<file path="config.mk">
export PLATFORM = sky130hd
export DESIGN_NAME = gpio_port_regs
export DESIGN_NICKNAME = d
export VERILOG_FILES = /design/src/rtl/gpio_port_pkg.sv /design/src/rtl/gpio_addr_decode.sv /design/src/rtl/gpio_ctrl_reg.sv /design/src/rtl/gpio_in_sync.sv /design/src/rtl/gpio_port_regs.sv
export SDC_FILE = /design/constraint.sdc
export NUM_CORES = 1
export LEC_CHECK = 0
export BUFFER_PORTS_ARGS = -buffer_cell sky130_fd_sc_hd__buf_2
export CELL_PAD_IN_SITES_DETAIL_PLACEMENT = 1
export CELL_PAD_IN_SITES_GLOBAL_PLACEMENT = 1
export CORE_ASPECT_RATIO = 0.9
export CORE_MARGIN = 1
export CORE_UTILIZATION = 35
export CTS_CLUSTER_SIZE = 40
export DETAILED_ROUTE_END_ITERATION = 10
export PLACE_DENSITY = 0.83
export SYNTH_ARGS = -nofsm -noshare
export SYNTH_HDL_FRONTEND = slang
export SYNTH_SLANG_ARGS = --single-unit
export TNS_END_PERCENT = 50
</file>
<file path="constraint.sdc">
create_clock -name clk -period 2.1 [get_ports clk]
set_clock_uncertainty 0.1 [all_clocks]
set_input_delay 0.525 -clock clk [delete_from_list [all_inputs] [get_ports clk]]
set_output_delay 0.525 -clock clk [all_outputs]
set_load 0.02 [all_outputs]
</file>
<file path="src/rtl/gpio_port_pkg.sv">
package gpio_port_pkg;

    // Which register an access targets
    typedef enum logic [2:0] {
        SEL_NONE,
        SEL_CNF,
        SEL_OE,
        SEL_OUT,
        SEL_IN
    } reg_sel_e;

    typedef struct packed {
        reg_sel_e sel;
        logic     masked;
    } access_t;

    localparam int unsigned NUM_CTRL   = 3;
    localparam int unsigned MASK_LSB   = 8;
    localparam int unsigned OFS_CNF    = 'h00;
    localparam int unsigned OFS_OE     = 'h10;
    localparam int unsigned OFS_OUT    = 'h20;
    localparam int unsigned OFS_IN     = 'h30;

    // Control register index -> selector (0 configure, 1 drive-enable, 2 level)
    function automatic reg_sel_e ctrl_sel(input int unsigned idx);
        unique case (idx)
            0:       return SEL_CNF;
            1:       return SEL_OE;
            default: return SEL_OUT;
        endcase
    endfunction

endpackage

</file>
<file path="src/rtl/gpio_addr_decode.sv">
module gpio_addr_decode
    import gpio_port_pkg::*;
#(
    parameter int unsigned ADDR_W    = 8,
    parameter int unsigned ALIAS_OFS = 'h80
) (
    input  logic [ADDR_W-1:0] addr,
    output access_t           acc
);
    localparam logic [ADDR_W-1:0] A_CNF  = ADDR_W'(OFS_CNF);
    localparam logic [ADDR_W-1:0] A_OE   = ADDR_W'(OFS_OE);
    localparam logic [ADDR_W-1:0] A_OUT  = ADDR_W'(OFS_OUT);
    localparam logic [ADDR_W-1:0] A_IN   = ADDR_W'(OFS_IN);
    localparam logic [ADDR_W-1:0] M_CNF  = ADDR_W'(ALIAS_OFS + OFS_CNF);
    localparam logic [ADDR_W-1:0] M_OE   = ADDR_W'(ALIAS_OFS + OFS_OE);
    localparam logic [ADDR_W-1:0] M_OUT  = ADDR_W'(ALIAS_OFS + OFS_OUT);

    always_comb begin
        acc = '{sel: SEL_NONE, masked: 1'b0};
        if      (addr == A_CNF) acc.sel = SEL_CNF;
        else if (addr == A_OE)  acc.sel = SEL_OE;
        else if (addr == A_OUT) acc.sel = SEL_OUT;
        else if (addr == A_IN)  acc.sel = SEL_IN;
        else if (addr == M_CNF) acc = '{sel: SEL_CNF, masked: 1'b1};
        else if (addr == M_OE)  acc = '{sel: SEL_OE,  masked: 1'b1};
        else if (addr == M_OUT) acc = '{sel: SEL_OUT, masked: 1'b1};
    end

endmodule

</file>
<file path="src/rtl/gpio_ctrl_reg.sv">
module gpio_ctrl_reg
    import gpio_port_pkg::*;
#(
    parameter int unsigned NUM_PINS = 8
) (
    input  logic                clk,
    input  logic                rst,
    input  logic                wr_full,
    input  logic                wr_masked,
    input  logic [31:0]         wdata,
    output logic [NUM_PINS-1:0] q
);
    logic [NUM_PINS-1:0] mask, vals;

    assign vals = wdata[NUM_PINS-1:0];
    assign mask = wdata[MASK_LSB +: NUM_PINS];

    always_ff @(posedge clk) begin
        if (rst)            q <= '0;
        else if (wr_full)   q <= vals;
        else if (wr_masked) q <= (q & ~mask) | (vals & mask);
    end

endmodule

</file>
<file path="src/rtl/gpio_in_sync.sv">
module gpio_in_sync #(
    parameter int unsigned NUM_PINS = 8,
    parameter int unsigned STAGES   = 2
) (
    input  logic                clk,
    input  logic                rst,
    input  logic [NUM_PINS-1:0] d,
    output logic [NUM_PINS-1:0] q
);
    logic [NUM_PINS-1:0] chain [STAGES];

    for (genvar s = 0; s < STAGES; s++) begin : g_stage
        always_ff @(posedge clk) begin
            if (rst)         chain[s] <= '0;
            else if (s == 0) chain[s] <= d;
            else             chain[s] <= chain[(s == 0) ? 0 : s-1];
        end
    end

    assign q = chain[STAGES-1];

endmodule

</file>
<file path="src/rtl/gpio_port_regs.sv">
module gpio_port_regs
    import gpio_port_pkg::*;
#(
    parameter int unsigned NUM_PINS    = 8,
    parameter int unsigned ADDR_W      = 8,
    parameter int unsigned ALIAS_OFS   = 'h80,
    parameter int unsigned SYNC_STAGES = 2
) (
    input  logic                clk,
    input  logic                rst,
    input  logic                bus_wr_en,
    input  logic                bus_rd_en,
    input  logic [ADDR_W-1:0]   bus_addr,
    input  logic [31:0]         bus_wdata,
    output logic [31:0]         bus_rdata,
    input  logic [NUM_PINS-1:0] pad_in,
    output logic [NUM_PINS-1:0] pad_out,
    output logic [NUM_PINS-1:0] pad_oe
);
    access_t             acc;
    logic [NUM_PINS-1:0] ctrl_q [NUM_CTRL];
    logic [NUM_PINS-1:0] in_sync;
    logic [NUM_PINS-1:0] rd_byte;

    gpio_addr_decode #(
        .ADDR_W    (ADDR_W),
        .ALIAS_OFS (ALIAS_OFS)
    ) u_dec (
        .addr (bus_addr),
        .acc  (acc)
    );

    for (genvar i = 0; i < NUM_CTRL; i++) begin : g_ctrl
        logic hit;
        assign hit = bus_wr_en && (acc.sel == ctrl_sel(i));
        gpio_ctrl_reg #(.NUM_PINS(NUM_PINS)) u_reg (
            .clk       (clk),
            .rst       (rst),
            .wr_full   (hit && !acc.masked),
            .wr_masked (hit && acc.masked),
            .wdata     (bus_wdata),
            .q         (ctrl_q[i])
        );
    end

    gpio_in_sync #(
        .NUM_PINS (NUM_PINS),
        .STAGES   (SYNC_STAGES)
    ) u_sync (
        .clk (clk),
        .rst (rst),
        .d   (pad_in),
        .q   (in_sync)
    );

    // Read selection: aliases and unmapped addresses read as zero
    always_comb begin
        rd_byte = '0;
        if (!acc.masked) begin
            unique case (acc.sel)
                SEL_CNF: rd_byte = ctrl_q[0];
                SEL_OE:  rd_byte = ctrl_q[1];
                SEL_OUT: rd_byte = ctrl_q[2];
                SEL_IN:  rd_byte = in_sync;
                default: rd_byte = '0;
            endcase
        end
    end

    always_ff @(posedge clk) begin
        if (rst)            bus_rdata <= '0;
        else if (bus_rd_en) bus_rdata <= 32'(rd_byte);
        else                bus_rdata <= '0;
    end

    assign pad_out = ctrl_q[2];
    assign pad_oe  = ctrl_q[0] & ctrl_q[1];

endmodule

</file>
==> flow_summary.yaml, run 1 <==
floorplanning:
  die_h_microns: 81.7
  io_pins: 100
  core-area_sq_um: 6690
  dieArea_sq_um: 7390
  die_w_microns: 90.5
  rows: 28
  start_util_pct: 36.9
timing:
  fmax_ghz: 0.597
  hold_viol_final: 0
  rsz0062_at_grt: "no"
  slew_violations: 0
  layout_worst_path_cycle_share_pct: 79.7
  setup_tns_ps: 0
  period_minus_slack_ps: 1670
  timing.final.ws_setup_ps: 426
  setup_viol: 0
logic_synthesis:
  ys_top_cells_by_area: "dfxtp_1 39%, nand2b_1 10%, mux2i_1 9.7%"
  syn_inst: 257
  netlist_area_sq_um: 2470
  avgSynthCellArea_sq_um: 9.61
  synth_top_area_cell: "dfxtp_1"
  synth_commonest_cells: "48 x dfxtp_1, 40 x nand2b_1, 33 x nor2b_1, 32 x buf_4, 24 x mux2i_1"
  netlist-cell-type-count: 22
  yosysWarnings: 0
  async_reset_ff_share_pct: 0
  synth_seq_cells: 48
  synth_most_common_cell: "dfxtp_1"
  ys_seq_area_share_pct: 38.9
  synth-main-ff-cell: "dfxtp_1"
  synth_top_cell_area_share_pct: 38.9
  synth_edf_count: 0
placed_design:
  io_buffer_count: 59
  dp_hpwl_microns: 4230
  pre_cts_slack_ps: 102
  globalplace.congestion: 0.809
setup_path:
  crit_fanout: 8
  cp_data_required_time_ps: 2240
  worstSetupPathType: "input pin to flip-flop"
  worstPathArrival_ps: 1810
  start_kind: "input pin"
  end_kind: "flip-flop"
global_route:
  grt_pass1_vias: 1816
  antenna_found_initial: 0
  overflow: 0
  grt_pass1_wl_microns: 8920
  grt.total_usage_pct: 15.9
  grt_max_degree: 49
cells_and_area:
  diodes: 0
  areaGrowthSynthToFinish_pct: 15.2
  nets: 364
  drive_gt1_share_pct: 28.4
power:
  p_leak_nw: 1.26
  power.density_nw_per_um2: 628
  ir_worst_vdd_mv: 0.261
min_path:
  hp-class: "input pin to flip-flop"
route:
  vias: 1885
  drt_iter0_markers: 34
  drt_wl_total_microns: 5750
  dr.pass1.iters: 4
  wl_per_cell_microns: 14.3
  avgViaCountPerCell: 4.68
  ant_nets: 0
  drc: 0
run_status:
  status: "complete, no violations"
run:
  cap_violations: 0
clock_tree:
  clock_path_buffers: 2
  postCtsResizedCells: 0
  clock-sinks: 48
  clock_latency_ps: 300
  cts_hold_buf: 0
  cts.clk_slew.worst_paths_ps: 90
  cts_root_buffer: "clkbuf_8"
  cts_buffers: 5
  cts_tree: "done"
  post_cts_buffers: 0
  h-tree-depth: 2
-- metal layers --
layer | GRT usage [%] | share of wire, %
met1 | 17.5 | 43
met2 | 29.3 | 51
met3 | 4.26 | 5.2
met4 | 6.61 | 1.4
met5 | 0 | 0
-- metrics by stage --
step	hold WS (ps)	std cells	cell area (sq um)	total power [mW]	utilization, %
after detailed placement	327	395	2740	1.14	40.9
after global placement	323	395	2740	1.13	40.9
after CTS	316	403	2840	1.79	42.5
after floorplan	314	280	2550	1.10	-
after global routing	320	403	2840	1.86	42.5
final	324	403	2840	1.78	42.5
-- worst paths after layout --
kind	start	endpoint	slack (ps)	depth (start not counted)
setup reg to reg	flip-flop	bus_rdata[5]	1050	3
setup / recovery	bus_addr[1]	flip-flop	430	5
hold reg to reg	u_sync.chain[0][6]	u_sync.chain[1][6]	340	1
hold / removal	pad_in[6]	u_sync.chain[0][6]	320	2
-- power breakdown --
group / internal, mW / switching (mW) / total (mW)
combinational: 0.0695 / 0.120 / 0.189
sequential: 0.924 / 0.00368 / 0.928
clock: 0.354 / 0.313 / 0.667
total: 1.35 / 0.436 / 1.78
-- critical path: stages --
cell,delay (ps)
buf_2,130
or4b_1,520
buf_4,210
nor3b_2,220
mux2i_1,200
-- area by class of cell --
class / count / area [sq um]
sequential: 48 / 961
timing repair buffer: 71 / 385
clock inverter: 2 / 35.0
fill: 818 / 3850
tap: 90 / 113
multi-input combinational: 186 / 1280
clock buffer: 6 / 72.6
-- cell families after synthesis --
group | synth area share, %
flip-flops | 38.9
multiplexers | 9.73
AO/OA/AOI/OAI | 6.49
AND/OR/NAND/NOR | 31.8
buffers and inverters | 12.9
other | 0.152
-- cells in the final DEF (no fill, tap or decap) --
cell type | netlist | layout
conb_1 | 1 | 24
mux2i_1 | 24 | 24
dfxtp_1 | 48 | 48
buf_4 | 32 | 12
nand2b_1 | 40 | 40
nor3b_2 | 8 | 8
buf_2 | 2 | 59
bufinv_16 | 0 | 1
nor4_4 | 1 | 1
clkbuf_1 | 8 | 1
a211oi_1 | 16 | 16
clkbuf_8 | 0 | 5
nor4b_4 | 1 | 1
nor3_1 | 1 | 1
nand3_1 | 16 | 16
clkinv_2 | 0 | 1
nor2b_1 | 33 | 33
or4b_1 | 2 | 2
nor4b_2 | 1 | 1
nor2_1 | 2 | 2
nand4_1 | 1 | 1
a21oi_1 | 8 | 8
and2_1 | 8 | 8
No activity file was read; power rests on OpenSTA's default activity.
==> run 2: changes to the inputs <==
- CORE_UTILIZATION: 35 -> 32
- PLACE_DENSITY: 0.83 -> 0.8
- clock period: 2.1 -> 1.4 ns (I/O delays scaled with it)
==> run 2 against run 1 <==
Effect of this change: the run now ends with negative setup slack left; critical path type unchanged; clock power grew 60%; hold slack worse by 180 ps; sequential power rose by 50%; register-to-register slack worse by 740 ps; sequential cell count is the same.
==> flow_summary.yaml, run 2 (same netlist as run 1, synthesis figures left out) <==
placed_design:
  globalplace.congestion: 0.722
  io_buffer_count: 59
  pre_cts_slack_ps: -368
  dp_hpwl_microns: 4280
floorplanning:
  die_h_microns: 85.3
  rows: 30
  dieArea_sq_um: 8070
  io_pins: 100
  core-area_sq_um: 7510
  die_w_microns: 94.6
  start_util_pct: 32.9
setup_path:
  reg2reg_slack_ps: 310
  cp_data_required_time_ps: 1540
  crit_buf_inv: 2
  worstSetupPathType: "input pin to flip-flop"
  end_kind: "flip-flop"
  worstPathArrival_ps: 1570
  cp_cell_sequence: "buf_6, or4b_4, buf_12, nor3b_4, mux2i_1"
  start_kind: "input pin"
  slowest_stage: "or4b_4"
  max_stage_delay_ps: 550
  crit_fanout: 8
  cp_top_family: "simple AND/OR/NAND/NOR gates"
clock_tree:
  clock-sinks: 48
  cts_buffers: 5
  cts.clk_slew.worst_paths_ps: 90
  h-tree-depth: 2
  cts_hold_buf: 0
  clock_path_buffers: 2
  cts_tree: "done"
  cts_root_buffer: "clkbuf_8"
  clock_latency_ps: 310
power:
  power.density_nw_per_um2: 893
  p_int_mw: 2.11
  combPwrFrac_pct: 11.7
  power_frac_seq_pct: 49.8
  p_switching_uw: 686
  p_sw_share_pct: 24.5
  power.share.clock_pct: 38.4
  ir_worst_vdd_mv: 0.431
  fin_total_pwr_mw: 2.80
  p_leak_nw: 1.39
run_status:
  violations: "negative setup slack"
  status: "complete, but fails checks"
timing:
  fin_hold_ws_ps: 146
  fmax_ghz: 0.696
  slew_violations: 0
  timing.final.ws_setup_ps: -36.7
  layout_worst_path_cycle_share_pct: 103
  setup_viol: 6
  period_minus_slack_ps: 1440
  rsz0062_at_grt: "yes"
  hold_viol_final: 0
global_route:
  grt.total_usage_pct: 15.8
  antenna_found_initial: 0
  grt_max_degree: 49
  grt_pass1_wl_microns: 9590
  grt_pass1_vias: 1877
  overflow: 0
run:
  cap_violations: 0
cells_and_area:
  final_common_cell: "buf_2"
  final_cell_mix: "48 x buf_2, 40 x nand2b_1, 33 x nor2b_1"
  areaGrowthSynthToFinish_pct: 26.9
  nets: 376
  fillCellCount: 895
  diodes: 0
  drive_gt1_share_pct: 38.5
min_path:
  hp-class: "input pin to flip-flop"
route:
  wl_met2_microns: 3300
  drt_wl_total_microns: 6220
  drc: 0
  vias: 1975
  dr.pass1.iters: 4
  ant_nets: 0
  wl_met1_microns: 2510
  top_layer: "met4"
  wl_per_cell_microns: 14.8
  dr_wl_met3_microns: 308
  drt_iter0_markers: 68
  avgViaCountPerCell: 4.69
run 2: routing by layer:
| metal | vias up | track usage, % |
|---|---|---|
| met4 | 0 | 5.37 |
| met2 | 52 | 29.2 |
| met3 | 11 | 3.05 |
| met5 | - | 0 |
| met1 | 968 | 18.1 |
| li1 | 944 | - |
run 2: metrics by stage:
| step | cell area (sq um) | setup TNS [ps] | cells | util [%] |
|---|---|---|---|---|
| CTS | 3040 | -22.1 | 418 | 40.5 |
| floorplan | 2560 | -1970 | 280 | - |
| finish | 3130 | -76.4 | 421 | 41.7 |
| global route | 3130 | -365 | 421 | 41.7 |
| global placement | 2830 | -5710 | 409 | 37.7 |
| detailed placement | 2830 | -6620 | 409 | 37.7 |
run 2: area by class of cell:
| type | instances | area, sq um | share of cell area (%) |
|---|---|---|---|
| Clock buffer | 6 | 82.6 | 2.64 |
| Clock inverter | 2 | 38.8 | 1.24 |
| Multi-Input combinational cell | 186 | 1320 | 42.0 |
| Sequential cell | 48 | 981 | 31.3 |
| Tap cell | 96 | 120 | 3.84 |
| Timing Repair Buffer | 83 | 594 | 19.0 |
run 2: worst paths after layout:
kind                                            to          startpoint  depth (start not counted)
worst min register to register  u_sync.chain[1][2]  u_sync.chain[0][2]                          1
worst max-delay path                     flip-flop         bus_addr[2]                          5
worst max register to register        bus_rdata[5]           flip-flop                          4
worst min-delay path            u_sync.chain[0][2]           pad_in[2]                          2
run 2: worst reg2reg max path: cells and delay by family, from the launching register on:
kind            cells  cell delay (ps)
simple gates        1              130
buf+inv             1              130
flops               1              330
compound gates      2              280
run 2: timing repair:
item	in CTS	in global routing
setup endpoints to repair	16	15
buffers inserted	1	3
pin swaps	4	3
gates resized for setup	32	18
run 2: power groups by stage:
stage / Sequential (mW) / Clock (mW) / Combinational (mW)
after floorplan: 1.42 / 0 / 0.235
after global placement: 1.43 / 0 / 0.300
after detailed placement: 1.43 / 0 / 0.307
after CTS: 1.39 / 1.10 / 0.315
after global routing: 1.40 / 1.14 / 0.356
final: 1.39 / 1.07 / 0.328
